[src/rtl/gpb_pkg.sv]
// Shared types and helpers for the GPIO bank.
// Assumes eight pins per port; the masked-write format depends on that.
package gpb_pkg;
    localparam int PORT_PINS = 8;
    localparam int WIN_SIZE  = 'h80;

    typedef enum logic [2:0] {
        RK_NONE,
        RK_CFG,
        RK_OE,
        RK_OUT,
        RK_IN
    } reg_kind_e;

    // Next port byte: full load for plain writes, select-merged for masked writes.
    function automatic logic [PORT_PINS-1:0] next_byte(
        input logic [PORT_PINS-1:0]   cur,
        input logic [2*PORT_PINS-1:0] wd,
        input logic                   masked
    );
        logic [PORT_PINS-1:0] sel;
        sel = wd[2*PORT_PINS-1:PORT_PINS];
        if (masked)
            return (cur & ~sel) | (wd[PORT_PINS-1:0] & sel);
        return wd[PORT_PINS-1:0];
    endfunction
endpackage

[src/rtl/gpb_decode.sv]
// Address decoder for one bank. It classifies a bus address as a plain or
// masked access to one port's register, or as nothing.
// Assumes: ALIAS_OFS >= 0x80, and the whole map fits in ADDR_W bits.
module gpb_decode
    import gpb_pkg::*;
#(
    parameter int ADDR_W      = 16,
    parameter int BANK_IDX    = 1,
    parameter int BANK_STRIDE = 'h100,
    parameter int ALIAS_OFS   = 'h80,
    parameter int PORTS       = 4
) (
    input  logic [ADDR_W-1:0] addr,
    output reg_kind_e         kind,
    output logic              masked,
    output logic [1:0]        port
);
    localparam logic [ADDR_W-1:0] BASE  = ADDR_W'(BANK_IDX * BANK_STRIDE);
    localparam logic [ADDR_W-1:0] AOFS  = ADDR_W'(ALIAS_OFS);
    localparam logic [ADDR_W-1:0] WIN   = ADDR_W'(WIN_SIZE);

    logic [ADDR_W-1:0] off_plain;
    logic [ADDR_W-1:0] off_alias;
    logic              in_plain;
    logic              in_alias;
    logic [6:0]        sub;

    // Locate the address inside the plain or the masked window.
    always_comb begin
        off_plain = addr - BASE;
        off_alias = off_plain - AOFS;
        in_plain  = off_plain < WIN;
        in_alias  = off_alias < WIN;
        sub       = in_plain ? off_plain[6:0] : off_alias[6:0];
    end

    // Map the window offset to a register class and port.
    always_comb begin
        masked = in_alias && !in_plain;
        port   = sub[3:2];
        kind   = RK_NONE;
        if ((in_plain || in_alias) && sub[1:0] == 2'b00 && int'(sub[3:2]) < PORTS) begin
            case (sub[6:4])
                3'd0:    kind = RK_CFG;
                3'd1:    kind = RK_OE;
                3'd2:    kind = RK_OUT;
                3'd3:    kind = masked ? RK_NONE : RK_IN;
                default: kind = RK_NONE;
            endcase
        end
    end
endmodule

[src/rtl/gpb_port_regs.sv]
// Control bytes of one port: configuration, drive-enable and drive-value.
// Each byte takes either a full load or a select-merged update.
// Assumes at most one write strobe is high in any cycle.
module gpb_port_regs
    import gpb_pkg::*;
(
    input  logic                   clk,
    input  logic                   rst_n,
    input  logic                   wr_cfg,
    input  logic                   wr_oe,
    input  logic                   wr_out,
    input  logic                   masked,
    input  logic [2*PORT_PINS-1:0] wd,
    output logic [PORT_PINS-1:0]   cfg_q,
    output logic [PORT_PINS-1:0]   oe_q,
    output logic [PORT_PINS-1:0]   out_q
);
    // Configuration byte update.
    always_ff @(posedge clk) begin
        if (!rst_n)      cfg_q <= '0;
        else if (wr_cfg) cfg_q <= next_byte(cfg_q, wd, masked);
    end

    // Drive-enable byte update.
    always_ff @(posedge clk) begin
        if (!rst_n)     oe_q <= '0;
        else if (wr_oe) oe_q <= next_byte(oe_q, wd, masked);
    end

    // Drive-value byte update.
    always_ff @(posedge clk) begin
        if (!rst_n)      out_q <= '0;
        else if (wr_out) out_q <= next_byte(out_q, wd, masked);
    end
endmodule

[src/rtl/gpb_sync.sv]
// Two-flop synchroniser for the raw pad levels.
// Assumes the pads are asynchronous to clk and carry no pulses shorter than a cycle.
module gpb_sync #(
    parameter int W = 32
) (
    input  logic         clk,
    input  logic         rst_n,
    input  logic [W-1:0] d,
    output logic [W-1:0] q
);
    logic [W-1:0] meta;

    // Two-stage capture of the pad levels.
    always_ff @(posedge clk) begin
        if (!rst_n) begin
            meta <= '0;
            q    <= '0;
        end else begin
            meta <= d;
            q    <= meta;
        end
    end
endmodule

[src/rtl/gpio_bank.sv]
// One GPIO bank: four ports of eight pins with plain and masked register
// windows, pad drive outputs and a synchronised input register.
// Assumes a bus that presents one request per cycle and needs no back-pressure.
// Interrupt-class offsets belong to a companion block and read as zero here.
module gpio_bank
    import gpb_pkg::*;
#(
    parameter int ADDR_W      = 16,
    parameter int BANK_IDX    = 1,
    parameter int BANK_STRIDE = 'h100,
    parameter int ALIAS_OFS   = 'h80,
    parameter int PORTS       = 4,
    localparam int PINS       = PORTS * PORT_PINS
) (
    input  logic              clk,
    input  logic              rst_n,
    input  logic              req_valid,
    input  logic              req_write,
    input  logic [ADDR_W-1:0] req_addr,
    input  logic [31:0]       req_wdata,
    output logic              rsp_valid,
    output logic [31:0]       rsp_rdata,
    input  logic [PINS-1:0]   pad_in,
    output logic [PINS-1:0]   pad_out,
    output logic [PINS-1:0]   pad_oe
);
    reg_kind_e            dec_kind;
    logic                 dec_masked;
    logic [1:0]           dec_port;
    logic                 wr_go;
    logic                 rd_go;
    logic [PORT_PINS-1:0] rd_byte;
    logic [PINS-1:0]      in_sync;
    logic [PORT_PINS-1:0] cfg_a [PORTS];
    logic [PORT_PINS-1:0] oe_a  [PORTS];
    logic [PORT_PINS-1:0] out_a [PORTS];
    logic                 unused_hi;

    assign wr_go     = req_valid && req_write;
    assign rd_go     = req_valid && !req_write;
    assign unused_hi = ^req_wdata[31:16];

    gpb_decode #(
        .ADDR_W(ADDR_W), .BANK_IDX(BANK_IDX), .BANK_STRIDE(BANK_STRIDE),
        .ALIAS_OFS(ALIAS_OFS), .PORTS(PORTS)
    ) u_dec (
        .addr(req_addr), .kind(dec_kind), .masked(dec_masked), .port(dec_port)
    );

    gpb_sync #(.W(PINS)) u_sync (
        .clk(clk), .rst_n(rst_n), .d(pad_in), .q(in_sync)
    );

    for (genvar p = 0; p < PORTS; p++) begin : g_port
        logic hit;
        assign hit = wr_go && (int'(dec_port) == p);

        gpb_port_regs u_regs (
            .clk(clk), .rst_n(rst_n),
            .wr_cfg(hit && dec_kind == RK_CFG),
            .wr_oe (hit && dec_kind == RK_OE),
            .wr_out(hit && dec_kind == RK_OUT),
            .masked(dec_masked),
            .wd(req_wdata[2*PORT_PINS-1:0]),
            .cfg_q(cfg_a[p]), .oe_q(oe_a[p]), .out_q(out_a[p])
        );

        assign pad_oe [p*PORT_PINS +: PORT_PINS] = cfg_a[p] & oe_a[p];
        assign pad_out[p*PORT_PINS +: PORT_PINS] = out_a[p];
    end

    // Select the byte addressed by a read.
    always_comb begin
        case (dec_kind)
            RK_CFG:  rd_byte = cfg_a[dec_port];
            RK_OE:   rd_byte = oe_a[dec_port];
            RK_OUT:  rd_byte = out_a[dec_port];
            RK_IN:   rd_byte = in_sync[dec_port*PORT_PINS +: PORT_PINS];
            default: rd_byte = '0;
        endcase
    end

    // Register the read response one cycle after the request.
    always_ff @(posedge clk) begin
        if (!rst_n) begin
            rsp_valid <= 1'b0;
            rsp_rdata <= '0;
        end else begin
            rsp_valid <= rd_go;
            rsp_rdata <= rd_go ? {{(32-PORT_PINS){1'b0}}, rd_byte} : '0;
        end
    end


    rsp_after_read_chk: assert property (@(posedge clk) disable iff (!rst_n)
        rsp_valid |-> $past(req_valid && !req_write));


    dead_write_chk: assert property (@(posedge clk) disable iff (!rst_n)
        (wr_go && dec_kind == RK_NONE) |=> ($stable(pad_out) && $stable(pad_oe)));


    empty_select_chk: assert property (@(posedge clk) disable iff (!rst_n)
        (wr_go && dec_masked && req_wdata[15:8] == 8'h00)
            |=> ($stable(pad_out) && $stable(pad_oe)));


    oe_moves_on_write_chk: assert property (@(posedge clk) disable iff (!rst_n)
        !$stable(pad_oe) |-> $past(wr_go));
endmodule

[config.mk]
export PLATFORM = sky130hd
export DESIGN_NAME = gpio_bank
export DESIGN_NICKNAME = d
export VERILOG_FILES = /design/src/rtl/gpb_pkg.sv /design/src/rtl/gpb_decode.sv /design/src/rtl/gpb_port_regs.sv /design/src/rtl/gpb_sync.sv /design/src/rtl/gpio_bank.sv
export SDC_FILE = /design/constraint.sdc
export NUM_CORES = 1
export LEC_CHECK = 0
export CORE_MARGIN = 2
export CORE_UTILIZATION = 51
export DETAILED_ROUTE_END_ITERATION = 8
export GPL_TIMING_DRIVEN = 0
export PLACE_DENSITY = 0.78
export SYNTH_ARGS = -nofsm -noshare
export SYNTH_HDL_FRONTEND = slang
export SYNTH_SLANG_ARGS = --single-unit
[constraint.sdc]
create_clock -name clk -period 3.03 [get_ports clk]
set_input_delay 0.606 -clock clk [delete_from_list [all_inputs] [get_ports clk]]
set_output_delay 0.606 -clock clk [all_outputs]
set_load 0.01 [all_outputs]
# Yosys cells after proc, flatten, opt, wreduce, memory -nomap -nowiden
# Index checks and enable logic that the tools add are counted.
[op_classes]
n_addsub = 2
n_mul = 0
div = 0
n_lt_le_gt_ge = 3
eq_ne = 10
shift = 1
n_mux = 63
bitwise_logic = 31
reduce_logical = 27
[ops]
columns = ["op", "n"]
rows = [
  ["$mux W8", 30],
  ["$and A8 B8 Y8", 17],
  ["$or A8 B8 Y8", 12],
  ["$bmux W8 S2", 3],
  ["$lt A16 B8 Y1 const B", 2],
  ["$pmux W8 S4", 1],
  ["$shiftx A32 B6 Y8", 1],
  ["$mux W1", 25],
  ["$logic_and A1 B1 Y1", 20],
  ["$sub A16 B8 Y16 const B", 1],
  ["$sub A16 B9 Y16 const B", 1],
  ["$eq A3 B2 Y1 const B", 4],
  ["$pmux W3 S4", 1],
  ["$not A8 Y8", 1],
  ["$mux W7", 1],
  ["$eq A3 B1 Y1 const B", 2],
  ["$mux W3", 2],
  ["$eq A2 B2 Y1 const B", 2],
  ["$logic_not A2 Y1", 2],
  ["$eq A3 B3 Y1 const B", 1],
  ["$ge A3 B3 Y1 const B", 1],
  ["$logic_not A3 Y1", 1],
  ["$not A2 Y3", 1],
  ["$eq A2 B1 Y1 const B", 1],
  ["3 further kinds", 4],
]
[word_totals]
regBits = 193
latch_bits = 0
ramBits = 0
mem_bits_ro = 0
in_bits = 84
output_inout_bits = 97
word_cells = 154
memories = 0

# Depth between registers and ports, before layout
[logic_depth]
depth_word = 12
mapped_depth = 10
depth_no_buf = 8

# By module
# From an unflattened synthesis, not the netlist that was laid out.
[hier_totals]
hier_cells = 838
hier_area_um2 = 8044.0
[modules_own_cells]
columns = ["mod", "instances", "cells_per_inst", "area_each_um2", "seq_area_each_um2"]
rows = [
  ["gpb_port_regs", 4, 118, 1018.5, 480.5],
  ["gpb_sync", 1, 134, 1791.7, 1281.2],
  ["gpio_bank", 1, 181, 1789.2, 180.2],
  ["gpb_decode", 1, 51, 389.1, 0.0],
]

# Least setup slack after synthesis
# OpenSTA, ideal clock, no wires.
[synth_timing]
path_type = "input -> register"
startpoint = "input req_addr[10]"
endpoint = "register with a tool-made name"
setup_time_ps = 72
arrival_ps = 2486
required_ps = 2958
slack_ps = 473
cell_stages = 9
n_path_buf = 3
path_cell_list = "or3_1 -> buf_6 -> xnor3_1 -> a22oi_1 -> nor2_2 -> buf_2 -> buf_4 -> a41oi_1 -> mux2i_1"
[synth_rtl]
columns = ["item", "line", "rtl"]
rows = [
  ["start: declaration", "gpio_bank.sv:19", "input logic [ADDR_W-1:0] req_addr,"],
]

==> summary.md <==
| Metric | Value |
|---|---|
| Row count | 46 |
| Sink Count | 169 |
| Synth unique cells | 44 |
| # placed instances | 1,175 |
| HP Class | flop to flop |
| Min-delay src | u_sync.meta[31] |
| Fmax | 335 MHz |
| Avg WL per Cell | 23.5 um |
| Final instance area | 10,800 um2 |
| Crit-path cells | clkdlybuf4s50_1 -> inv_1 -> ha_1 -> nor3b_1 -> xnor2_1 -> and3_1 -> buf_2 -> buf_2 -> buf_2 -> a41oi_1 -> mux2i_1 |
| Bufs on Longest Clock Path | 2 |
| Worst reg-to-reg path cell count | 5 |
| Yosys reg bits | 169 |
| RSZ-0062 raised after global routing | true |
| R2R Path End | rsp_rdata[2] |
| Clk_lat worst skew | 450 ps |
| Layout cell share with drive strength beyond 1 | 0.155 |
| Hold depth | 1 |
| Remaining DRCs | 0 |
| ANT nets after route | 0 |
| Most frequent CP cell | buf_2 |
| Final WL | 28.6 mm |
| I/O pin cnt | 181 |
| Async S/R FF share, synth | 0 |
| Synth top cells by count | dfxtp_1, nand2_1, mux2i_1 |
| Critical Path End Type | flop |
| Met3 usage | 0.0860 |
| Clock skew | 9.35 ps |
| Placed cell areas | 10,000 um2 |
| Cell area after synthesis | 8290 um2 |
| Fin crit period | 2980 ps |
| CTS buffer count | 17 |
| RePlAce Congestion | 0.970 |
| Slew Viols, Final | 0 |
| Cell taking the most area after synthesis | dfxtp_1 |
| CP Data Required Time | 3340 ps |
| Root buf cell | clkbuf_16 |
| Fin nets | 1,075 |
| Antenna fix cells | 0 |
| Port Buffer Count | 137 |
| Post-synth EDFFs | 0 |
| Status | completed |
| Seq/Total Area, Yosys | 0.408 |
| Most Crowded Layer GR | met2 |
| Hold Vio Cnt, Final | 0 |
| Vias/cell | 6.08 |
| GR Util All Layers | 0.326 |
| Area Overhead vs Synth | 29.9% |
| CP max stage delay | 550 ps |
| Max VDD drop | 0.395 mV |
| Die area | 17,300 um2 |
| First-pass DRT Iterations | 6 |
| Ys Warns | 0 |
| Hold path endpoint | u_sync.q[31] |
| Post-Syn Area per Cell | 10.4 um2 |
| CP arrival | 3300 ps |
| Number of global-route vias before repair | 7,278 |
| FF-to-FF setup slack | 1430 ps |
| First-pass GRT wire length | 42.4 mm |
| Synth Instances | 799 |
| Worst Max-Slew Pin Slew | 1000 ps |
| Slowest CP cell | clkdlybuf4s50_1 |
| Vias post-DR | 7,390 |
| Share of the synthesized area in the top cell type | 0.408 |
| Overflow after GRT | 0 |
| Worst-path fanout max | 10 |
| Htree depth | 4 |
| Initial antenna violation count | 0 |
| Synth Flop Type | dfxtp_1 |
| Final setup margin | 45.0 ps |
| Largest net degree at the start of global routing | 17 |
| Grt met1 use | 0.414 |
| Area contributors post-synth | dfxtp_1, mux2i_1, a41oi_1 |
| Initial Utilization | 0.522 |
| CP startpoint kind | primary input |
| Slew HR | 0.331 |
| CTS tree | done |
| 1st-iter DRT viols | 794 |
| Post-DP HPWL | 19.9 mm |
| Core area | 15,900 um2 |
| Kind of critical path | primary input to flop |
| Fin cells | 1,215 |
| Delay-heaviest family, CP | buffers and inverters |
| Die Ht | 131 um |
| Pre-CTS WS | -642 ps |
| Worst hold slack | 436 ps |
| Die width | 131 um |
| M2 GR Usage | 0.515 |
| PwrDens | 452 nW/um2 |
| Hold Buf Count CTS | 0 |
| Count leader, synth | dfxtp_1 |
| Setup violators final | 0 |
| Final total power | 0.00487 W |
| P_leak | 4.56 nW |
| Max_cap viols | 0 |
| Clock transition at path regs | 70 ps |
| Fin crit share | 0.985 |
| WP buf/inv | 5 |
[area by class of cell]
| class | count | area (um2) |
|---|---|---|
| multi-input combinational | 552 | 4550 |
| tap | 216 | 270 |
| clock inverter | 13 | 133 |
| timing repair buffer | 146 | 1450 |
| sequential | 169 | 3380 |
| inverter | 4 | 15.0 |
| clock buffer | 18 | 439 |
| buffer | 97 | 528 |
| fill | 1260 | 5120 |
[metrics by stage]
stage | utilization | TNS (ps)
6_report | 0.678 | 0
5_1_grt | 0.678 | -34.0
4_1_cts | 0.669 | 0
3_5_place_dp | 0.631 | -37230
3_3_place_gp | 0.631 | -37700
2_1_floorplan | - | 0
[worst register-to-register path: cells and delay by family (launching register included)]
kind / cells / cell delay [ps]
multiplexers: 2 / 720
flip-flops: 1 / 340
AO/OA/AOI/OAI: 2 / 330
AND/OR/NAND/NOR: 1 / 80
[kinds of logic after synthesis]
| logic type | after synthesis | synth area share |
|---|---|---|
| adder cells (fa/ha/maj) | 4 | 0.00604 |
| flip-flops | 169 | 0.408 |
| XOR/XNOR | 5 | 0.00694 |
| AO/OA/AOI/OAI | 117 | 0.117 |
| other | 1 | 0.000452 |
| multiplexers | 136 | 0.213 |
| buffers and inverters | 101 | 0.0645 |
| AND/OR/NAND/NOR | 266 | 0.184 |
[layout by cell type (no fill, tap or decap), types with 2 or more instances in the layout]
cell / count
a21oi_1: 8
a41oi_1: 90
a41oi_2: 6
and2_1: 97
buf_1: 7
buf_12: 2
buf_2: 17
buf_4: 37
clkbuf_1: 36
clkbuf_16: 17
clkbuf_2: 5
clkdlybuf4s50_1: 137
clkinv_2: 2
conb_1: 24
dfxtp_1: 169
ha_1: 4
inv_1: 4
inv_6: 7
inv_8: 2
mux2i_1: 104
mux4_2: 32
nand2_1: 116
nand2b_1: 3
nand4_1: 2
nor2_1: 10
nor2_2: 2
nor2b_1: 9
nor3_2: 2
nor3_4: 2
nor3b_4: 3
nor4_4: 9
o21ai_0: 8
xnor2_1: 2
xor2_1: 2
[power breakdown]
group / total, W / internal [W] / switching (W) / leakage, nW
combinational: 0.000428 / 0.000181 / 0.000246 / 2.90
clock: 0.00217 / 0.00118 / 0.000998 / 0.287
sequential: 0.00227 / 0.00226 / 0.00000918 / 1.37
[routing by layer]
layer	share of wire	vias up	wire length [um]
met1	0.40	3556	11300
met2	0.45	469	12900
met3	0.10	110	2990
met4	0.047	0	1340
met5	0	-	0
li1	-	3255	-
[how the worst max path moves through the flow]
stage | startpoint | to | slack [ps] | cells after the start
2_1_floorplan | req_addr[10] | flop | 470 | 9
3_3_place_gp | req_addr[5] | flop | -640 | 7
3_5_place_dp | req_addr[5] | flop | -640 | 7
4_1_cts | req_addr[8] | flop | 30 | 10
5_1_grt | req_addr[8] | flop | -10 | 10
6_report | req_addr[8] | flop | 50 | 11
[repair_timing]
| action | in CTS | in global routing |
|---|---|---|
| pin swaps | 0 | 7 |
| setup endpoints to repair | 30 | 72 |
| buffers inserted | 0 | 9 |
| gates resized for setup | 5 | 21 |
Power figures use the tool's default switching activity.
